File: config.mk
export PLATFORM = sky130hd
export DESIGN_NAME = sp_cluster_pack
export DESIGN_NICKNAME = d
export VERILOG_FILES = /design/src/rtl/sp_pkg.sv /design/src/rtl/sp_capture.sv /design/src/rtl/sp_slot_fifo.sv /design/src/rtl/sp_serializer.sv /design/src/rtl/sp_cluster_pack.sv
export SDC_FILE = /design/constraint.sdc
export NUM_CORES = 1
export LEC_CHECK = 0
export BUFFER_PORTS_ARGS = -buffer_cell sky130_fd_sc_hd__buf_2
export CAP_MARGIN = 30
export CORE_UTILIZATION = 60
export DETAILED_ROUTE_END_ITERATION = 16
export PLACE_DENSITY = 0.85
export SYNTH_ARGS = -nofsm -noshare
export SYNTH_HDL_FRONTEND = slang
export SYNTH_SLANG_ARGS = --single-unit
File: constraint.sdc
create_clock -name clk_i -period 7.88 [get_ports clk_i]
set_clock_uncertainty 0.2 [all_clocks]
set_input_delay 0.394 -clock clk_i [delete_from_list [all_inputs] [get_ports clk_i]]
set_output_delay 0.394 -clock clk_i [all_outputs]
set_load 0.01 [all_outputs]
File: src/rtl/sp_pkg.sv
package sp_pkg;
  parameter int unsigned NPIX   = 16;
  parameter int unsigned TOT_W  = 4;
  parameter int unsigned BCID_W = 12;
  parameter int unsigned ADDR_W = 6;
  parameter int unsigned SLOTS  = 2;
  parameter int unsigned LOST_W = 8;
  localparam int unsigned HDR_W = 1 + ADDR_W + BCID_W + NPIX;
  localparam int unsigned ENT_W = HDR_W + NPIX * TOT_W;
  localparam int unsigned CNT_W = $clog2(NPIX + 1);
endpackage

File: src/rtl/sp_capture.sv
module sp_capture #(
  parameter int unsigned NPIX   = sp_pkg::NPIX,
  parameter int unsigned TOT_W  = sp_pkg::TOT_W,
  parameter int unsigned BCID_W = sp_pkg::BCID_W
) (
  input  logic                    clk_i,
  input  logic                    rst_ni,
  input  logic [NPIX-1:0]         hit_i,
  input  logic [BCID_W-1:0]       bcid_i,
  input  logic                    open_ok_i,
  output logic                    close_o,
  output logic                    dead_o,
  output logic [NPIX-1:0]         map_o,
  output logic [NPIX*TOT_W-1:0]   tot_o,
  output logic [BCID_W-1:0]       bcid_o
);
  localparam logic [TOT_W-1:0] TOT_MAX = {TOT_W{1'b1}};

  logic [NPIX-1:0]   hit_q, map_q, act_w, rise_w;
  logic [BCID_W-1:0] bcid_q;
  logic              busy_q, start_w;

  assign rise_w  = hit_i & ~hit_q;
  assign start_w = !busy_q && (|rise_w) && open_ok_i;
  assign dead_o  = !busy_q && (|rise_w) && !open_ok_i;
  // closes once no still-active member is sampled high
  assign close_o = busy_q && ((act_w & hit_i) == '0);
  assign map_o   = map_q;
  assign bcid_o  = bcid_q;

  always_ff @(posedge clk_i or negedge rst_ni) begin
    if (!rst_ni) begin
      hit_q  <= '0;
      map_q  <= '0;
      bcid_q <= '0;
      busy_q <= 1'b0;
    end else begin
      hit_q <= hit_i;
      if (start_w) begin
        busy_q <= 1'b1;
        map_q  <= rise_w;
        bcid_q <= bcid_i;
      end else if (close_o) begin
        busy_q <= 1'b0;
      end
    end
  end

  for (genvar g = 0; g < NPIX; g++) begin : g_pix
    logic [TOT_W-1:0] cnt_q;
    logic             done_q;
    always_ff @(posedge clk_i or negedge rst_ni) begin
      if (!rst_ni) begin
        cnt_q  <= '0;
        done_q <= 1'b1;
      end else if (start_w) begin
        cnt_q  <= rise_w[g] ? TOT_W'(1) : '0;
        done_q <= !rise_w[g];
      end else if (busy_q && !done_q) begin
        if (hit_i[g]) begin
          if (cnt_q != TOT_MAX) cnt_q <= cnt_q + TOT_W'(1);
        end else begin
          done_q <= 1'b1;
        end
      end
    end
    assign act_w[g] = !done_q;
    assign tot_o[g*TOT_W +: TOT_W] = cnt_q;
  end

  p_close_nonempty_r5: assert property (@(posedge clk_i) disable iff (!rst_ni)
    close_o |-> (map_q != '0));
  p_late_ignored_r5: assert property (@(posedge clk_i) disable iff (!rst_ni)
    (busy_q && !close_o) |=> $stable(map_q) && $stable(bcid_q));
endmodule

File: src/rtl/sp_slot_fifo.sv
module sp_slot_fifo #(
  parameter int unsigned W     = sp_pkg::ENT_W,
  parameter int unsigned DEPTH = sp_pkg::SLOTS
) (
  input  logic                         clk_i,
  input  logic                         rst_ni,
  input  logic                         push_i,
  input  logic [W-1:0]                 din_i,
  input  logic                         pop_i,
  output logic [W-1:0]                 dout_o,
  output logic [$clog2(DEPTH+1)-1:0]   count_o
);
  localparam int unsigned PW = (DEPTH > 1) ? $clog2(DEPTH) : 1;
  localparam int unsigned CW = $clog2(DEPTH + 1);
  localparam logic [PW-1:0] LAST = PW'(DEPTH - 1);

  logic [W-1:0]  mem_q [DEPTH];
  logic [PW-1:0] wr_q, rd_q;
  logic [CW-1:0] cnt_q;

  assign dout_o  = mem_q[rd_q];
  assign count_o = cnt_q;

  always_ff @(posedge clk_i or negedge rst_ni) begin
    if (!rst_ni) begin
      wr_q  <= '0;
      rd_q  <= '0;
      cnt_q <= '0;
      for (int i = 0; i < DEPTH; i++) mem_q[i] <= '0;
    end else begin
      if (push_i) begin
        mem_q[wr_q] <= din_i;
        wr_q <= (wr_q == LAST) ? '0 : wr_q + PW'(1);
      end
      if (pop_i) rd_q <= (rd_q == LAST) ? '0 : rd_q + PW'(1);
      cnt_q <= cnt_q + CW'(push_i) - CW'(pop_i);
    end
  end

  p_no_overflow_r7: assert property (@(posedge clk_i) disable iff (!rst_ni)
    push_i |-> (cnt_q < CW'(DEPTH)));
  p_no_underflow_r8: assert property (@(posedge clk_i) disable iff (!rst_ni)
    pop_i |-> (cnt_q != '0));
endmodule

File: src/rtl/sp_serializer.sv
module sp_serializer #(
  parameter int unsigned NPIX  = sp_pkg::NPIX,
  parameter int unsigned TOT_W = sp_pkg::TOT_W,
  parameter int unsigned HDR_W = sp_pkg::HDR_W
) (
  input  logic                   clk_i,
  input  logic                   rst_ni,
  input  logic                   head_vld_i,
  input  logic [HDR_W-1:0]       head_hdr_i,
  input  logic [NPIX*TOT_W-1:0]  head_tot_i,
  output logic                   pop_o,
  output logic                   valid_o,
  input  logic                   ready_i,
  output logic                   hdr_o,
  output logic                   last_o,
  output logic [HDR_W-1:0]       data_o
);
  localparam int unsigned IW = $clog2(NPIX);

  logic            in_data_q;
  logic [NPIX-1:0] rem_q, rem_next;
  logic [IW-1:0]   idx_w;
  logic            fire_w;

  always_comb begin
    idx_w = '0;
    for (int i = NPIX - 1; i >= 0; i--) if (rem_q[i]) idx_w = IW'(i);
  end

  assign rem_next = rem_q & (rem_q - NPIX'(1));
  assign valid_o  = head_vld_i;
  assign fire_w   = valid_o && ready_i;
  assign hdr_o    = !in_data_q;
  assign last_o   = in_data_q && (rem_next == '0);
  assign data_o   = in_data_q ? HDR_W'(head_tot_i[idx_w*TOT_W +: TOT_W]) : head_hdr_i;
  assign pop_o    = fire_w && last_o;

  always_ff @(posedge clk_i or negedge rst_ni) begin
    if (!rst_ni) begin
      in_data_q <= 1'b0;
      rem_q     <= '0;
    end else if (fire_w) begin
      if (!in_data_q) begin
        in_data_q <= 1'b1;
        rem_q     <= head_hdr_i[NPIX-1:0];
      end else begin
        rem_q <= rem_next;
        if (last_o) in_data_q <= 1'b0;
      end
    end
  end

  p_hold_r11: assert property (@(posedge clk_i) disable iff (!rst_ni)
    (valid_o && !ready_i) |=> valid_o && $stable(data_o) && $stable(hdr_o) && $stable(last_o));
  p_last_is_data_r4: assert property (@(posedge clk_i) disable iff (!rst_ni)
    (valid_o && last_o) |-> !hdr_o);
endmodule

File: src/rtl/sp_cluster_pack.sv
module sp_cluster_pack #(
  parameter int unsigned NPIX   = sp_pkg::NPIX,
  parameter int unsigned TOT_W  = sp_pkg::TOT_W,
  parameter int unsigned BCID_W = sp_pkg::BCID_W,
  parameter int unsigned ADDR_W = sp_pkg::ADDR_W,
  parameter int unsigned SLOTS  = sp_pkg::SLOTS,
  parameter int unsigned LOST_W = sp_pkg::LOST_W,
  parameter int unsigned ROW_W  = 4
) (
  input  logic                               clk_i,
  input  logic                               rst_ni,
  input  logic [NPIX-1:0]                    hit_i,
  input  logic [BCID_W-1:0]                  bcid_i,
  input  logic [ADDR_W-1:0]                  sp_addr_i,
  input  logic [$clog2(NPIX+1)-1:0]          thr_i,
  input  logic                               merge_en_i,
  output logic                               pkt_valid_o,
  input  logic                               pkt_ready_i,
  output logic                               pkt_hdr_o,
  output logic                               pkt_last_o,
  output logic [1+ADDR_W+BCID_W+NPIX-1:0]    pkt_data_o,
  output logic [LOST_W-1:0]                  lost_cnt_o
);
  localparam int unsigned HDR_W = 1 + ADDR_W + BCID_W + NPIX;
  localparam int unsigned TOT_V = NPIX * TOT_W;
  localparam int unsigned ENT_W = HDR_W + TOT_V;
  localparam int unsigned CNT_W = $clog2(NPIX + 1);
  localparam int unsigned OCC_W = $clog2(SLOTS + 1);
  localparam logic [LOST_W-1:0] LOST_MAX = {LOST_W{1'b1}};

  logic              close_w, dead_w, push_w, pop_w, thr_drop_w, drop_w, edge_w;
  logic [NPIX-1:0]   map_w;
  logic [TOT_V-1:0]  tot_w;
  logic [BCID_W-1:0] bcid_w;
  logic [CNT_W-1:0]  nhit_w;
  logic [ENT_W-1:0]  din_w, dout_w;
  logic [OCC_W-1:0]  occ_w;
  logic [LOST_W-1:0] lost_q;

  sp_capture #(.NPIX(NPIX), .TOT_W(TOT_W), .BCID_W(BCID_W)) u_capture (
    .clk_i, .rst_ni, .hit_i, .bcid_i,
    .open_ok_i (occ_w != OCC_W'(SLOTS)),
    .close_o   (close_w),
    .dead_o    (dead_w),
    .map_o     (map_w),
    .tot_o     (tot_w),
    .bcid_o    (bcid_w)
  );

  always_comb begin
    nhit_w = '0;
    for (int i = 0; i < NPIX; i++) nhit_w = nhit_w + CNT_W'(map_w[i]);
  end

  assign edge_w     = merge_en_i && (|map_w[ROW_W-1:0]);
  assign thr_drop_w = close_w && (nhit_w > thr_i);
  assign push_w     = close_w && !thr_drop_w;
  assign drop_w     = thr_drop_w || dead_w;
  assign din_w      = {edge_w, sp_addr_i, bcid_w, map_w, tot_w};

  sp_slot_fifo #(.W(ENT_W), .DEPTH(SLOTS)) u_slots (
    .clk_i, .rst_ni,
    .push_i  (push_w),
    .din_i   (din_w),
    .pop_i   (pop_w),
    .dout_o  (dout_w),
    .count_o (occ_w)
  );

  sp_serializer #(.NPIX(NPIX), .TOT_W(TOT_W), .HDR_W(HDR_W)) u_ser (
    .clk_i, .rst_ni,
    .head_vld_i (occ_w != '0),
    .head_hdr_i (dout_w[ENT_W-1:TOT_V]),
    .head_tot_i (dout_w[TOT_V-1:0]),
    .pop_o      (pop_w),
    .valid_o    (pkt_valid_o),
    .ready_i    (pkt_ready_i),
    .hdr_o      (pkt_hdr_o),
    .last_o     (pkt_last_o),
    .data_o     (pkt_data_o)
  );

  always_ff @(posedge clk_i or negedge rst_ni) begin
    if (!rst_ni)                          lost_q <= '0;
    else if (drop_w && lost_q != LOST_MAX) lost_q <= lost_q + LOST_W'(1);
  end
  assign lost_cnt_o = lost_q;

  p_lost_inc_r10: assert property (@(posedge clk_i) disable iff (!rst_ni)
    (drop_w && lost_q != LOST_MAX) |=> (lost_q == $past(lost_q) + LOST_W'(1)));
  p_lost_hold_r10: assert property (@(posedge clk_i) disable iff (!rst_ni)
    !drop_w |=> $stable(lost_q));
  p_thr_no_store_r6: assert property (@(posedge clk_i) disable iff (!rst_ni)
    thr_drop_w |=> (occ_w == $past(occ_w) - OCC_W'($past(pop_w))));
endmodule

==> out/results.ini <==
[floorplan]
dieWidth_um = 169
die_area_sq_mm = 0.0287
rows = 60
pin_count = 89
initial_utilization_pct = 61.7
fp.coreArea_sq_mm = 0.0273
die_h_um = 169

[clock_network]
cts_setup_buffers = 0
clock_sinks = 352
cts-root-buf = clkbuf_16
cts_buffer_depth = 3
cts_resized = 0
clk_pin_slew_ns = 0.07
cts_buffers = 37
cts_tree = done
clock_latency_ns = 0.53
ctsHtreeMaxLevel = 2

[yosys]
ys_types = 70
ys_seq_area_share_pct = 52.5
yosysTopAreaCell = dfrtp_1
syn-instance-count = 1453
synth_warnings = 0
syn_area_per_cell_sq_um = 11.6
synth_fp_nets = 1535
synthArstFlopShare_pct = 100
synth_top_area_share_pct = 50.0
synth-edff-count = 0
syn-cell-area_sq_mm = 0.0168
synth_flop_cell = dfrtp_1
synth_area_leaders = dfrtp_1 50%, mux2_2 12%, nand2_1 4.4%
ys_ff_latch = 352

[timing]
rsz0062_at_grt = no
finalCritPeriodShare_pct = 81.5
slew_headroom_pct = 30.5
tns_ns = 0
worst_slew_pin_slew_ns = 1.04
worst_slack_ns = 1.46
hold_viol_final = 0
fin_crit_ns = 6.42
drv_slew = 0
finalSetupViolCount = 0
fmaxAchievable_mhz = 156

[pwr]
p_comb_share_pct = 46.2
sequentialPowerShare_pct = 33.0
power.leakage_uw = 0.00920
internal_power_uw = 5280
peakVddDrop_v = 0.000284
p_sw_uw = 3540
power_frac_clock_pct = 20.8
power_density_mw_per_mm2 = 460
p_sw_share_pct = 40.1
finalPower_uw = 8820

[placement]
place_congestion = 0.872
dp_hpwl_um = 25600
dpl.cell_count = 1852
io_buffers = 88
dp_slack_ns = 1.52

[finish]
drive_gt1_share_pct = 25.6
final_core_util_pct = 70.3
seq_area_sq_mm = 0.00883
area_delta_synth_final_pct = 13.9
fill_cells = 1844
final_cells = 1954
multiInputGateArea_sq_mm = 0.00748
n_antenna_cell = 0
final_nets = 1637

[worst_hold_path]
min_path_type = input pin to flip-flop

[setup_path]
cp-start-kind = flip-flop
critPathKind = flip-flop to flip-flop
arrival_ns = 6.63
worstPathRequired_ns = 8.08
critPathMostFrequentCell = fa_1
crit_chain = inv_1 -> fa_1 -> fa_1 -> fa_1 -> fa_1 -> inv_1 -> ha_1 -> fa_1 -> ha_1 -> nor2b_1 -> o21a_1 -> o21a_1 -> o21ai_0 -> a22oi_1 -> and2b_1 -> nor2b_4 -> buf_12 -> mux2_2
cpLargestDelayFamily = adder cells
cpPeakStageDelay_ns = 0.66
worst-path-max-fanout = 61
critPathSlowestCell = nor2b_4
path_buf_inv = 3
crit_path_end_kind = flip-flop

[detailed_routing]
post_drt_wl_per_cell_um = 20.3
vias_per_cell = 6.09
drtAntennaViolNets = 0
drt_wl_total_um = 39700
drc = 0
dr.pass1.iters = 6
vias = 11900
drt_iter0_markers = 1067

[grt]
grt_max_degree = 193
grt_pass1_wl_um = 64400
grt.total_usage_pct = 28.8
antenna_found_initial = 0
grt_overflow_total = 0
grt_pass1_vias = 12300

[outcome]
outcome = complete, no violations

[flow_run]
cap_violations = 0

synth_stat cells, types with 27 or more instances:
master / number
inv_1: 41
clkbuf_1: 41
xnor2_1: 27
o21ai_0: 66
xor2_1: 34
nand3_1: 37
nand2_1: 197
mux2i_1: 42
nor2_1: 100
dfrtp_1: 336
mux2_2: 185
ha_1: 29
kinds of logic after synthesis:
kind of cell             count (synthesis)  share of synthesized area, %
AO/OA/AOI/OAI                          170                          6.65
multiplexers                           252                          18.2
AND/OR/NAND/NOR                        462                          12.8
XOR/XNOR                                62                          3.27
flip-flops                             352                          52.5
adder cells (fa/ha/maj)                 42                          3.53
buffers and inverters                  113                          3.10
state kept, by name (all words and copies together), names as in the netlist:
| name | cells |
|---|---|
| u_capture.g_pix.cnt_q | 64 |
| u_slots.wr_q | 1 |
| u_capture.g_pix.done_q | 16 |
| u_capture.bcid_o | 12 |
| u_ser.rem_q | 16 |
| u_slots.mem_q | 198 |
| u_slots.rd_q | 1 |
| u_capture.map_o | 16 |
| u_capture.hit_q | 16 |
| u_ser.in_data_q | 1 |
| u_slots.count_o | 2 |
| lost_cnt_o | 8 |
| u_capture.busy_q | 1 |
metrics by stage:
stage                     hold slack (ns)  instance area [sq um]
final                               0.222                  19200
after global routing                0.250                  19200
after CTS                           0.187                  19200
after detailed placement            0.273                  17500
after global placement              0.261                  17500
after floorplan                    -0.102                  16800
layout make-up:
cell class | count | share of cell area, %
Sequential cell | 352 | 46.1
Multi-Input combinational cell | 988 | 39.1
Clock buffer | 48 | 5.43
Timing Repair Buffer | 135 | 4.86
Tap cell | 372 | 2.43
Clock inverter | 18 | 1.30
Inverter | 41 | 0.803
worst paths after layout:
kind	startpoint	endpoint	slack, ns	cells after the start
max	u_capture.map_o[1]$_DFFE_PN0P_	u_slots.mem_q[149]$_DFFE_PN0P_	1.46	18
min	pkt_ready_i	u_ser.rem_q[0]$_DFFE_PN0P_	0.22	3
max reg2reg	u_capture.map_o[1]$_DFFE_PN0P_	u_slots.mem_q[149]$_DFFE_PN0P_	1.46	18
min reg2reg	u_slots.mem_q[70]$_DFFE_PN0P_	u_slots.mem_q[70]$_DFFE_PN0P_	0.28	2
min in group asynchronous	rst_ni	u_slots.mem_q[169]$_DFFE_PN0P_	0.28	2
max in group asynchronous	rst_ni	u_capture.g_pix[1].cnt_q[2]$_DFFE_PN0P_	5.72	3
worst reg2reg max path, stage by stage (launching register included):
cell	delay (ns)
dfrtp_1	0.40
inv_1	0.13
fa_1	0.46
fa_1	0.56
fa_1	0.44
fa_1	0.50
inv_1	0.04
ha_1	0.20
fa_1	0.45
ha_1	0.30
nor2b_1	0.13
o21a_1	0.16
o21a_1	0.15
o21ai_0	0.15
a22oi_1	0.18
and2b_1	0.32
nor2b_4	0.66
buf_12	0.38
mux2_2	0.48
metal layers:
layer	vias to the layer above	global-route usage [%]	wire (um)
li1	5275	-	-
met1	6089	36.8	15900
met2	425	47.6	19500
met3	108	5.43	2740
met4	0	13.4	1520
met5	-	0	0
power by group through the flow:
stage	combinational, uW	sequential (uW)	clock [uW]
2_1_floorplan	3110	2700	0
3_3_place_gp	3820	2870	0
3_5_place_dp	3990	2920	0
4_1_cts	4050	2900	1860
5_1_grt	4440	2980	1940
6_report	4070	2910	1830
layout by cell type (no fill, tap or decap), types with 10 or more instances in the layout:
cell type | netlist | routed
xnor2_1 | 27 | 27
mux4_2 | 24 | 24
a22o_1 | 19 | 19
nand2b_1 | 20 | 19
and3_1 | 19 | 19
xor2_1 | 34 | 34
dfstp_2 | 16 | 16
nor2_1 | 100 | 100
inv_1 | 41 | 41
dlygate4sd3_1 | 0 | 36
nand2_1 | 197 | 197
o21ai_0 | 66 | 66
buf_2 | 13 | 87
clkbuf_16 | 0 | 39
fa_1 | 10 | 10
a21oi_1 | 25 | 25
nand4_1 | 22 | 22
mux2i_1 | 42 | 42
dfrtp_1 | 336 | 335
mux2_2 | 185 | 185
a31oi_1 | 21 | 21
ha_1 | 29 | 29
nor2b_1 | 25 | 23
nand3_1 | 37 | 37
timing repair:
action                                  4_1_cts  5_1_grt
endpoints found under the hold margin       157        0
hold buffers                                 36        0
endpoints found under the setup margin        0        0
(Power assumes the default switching activity.)
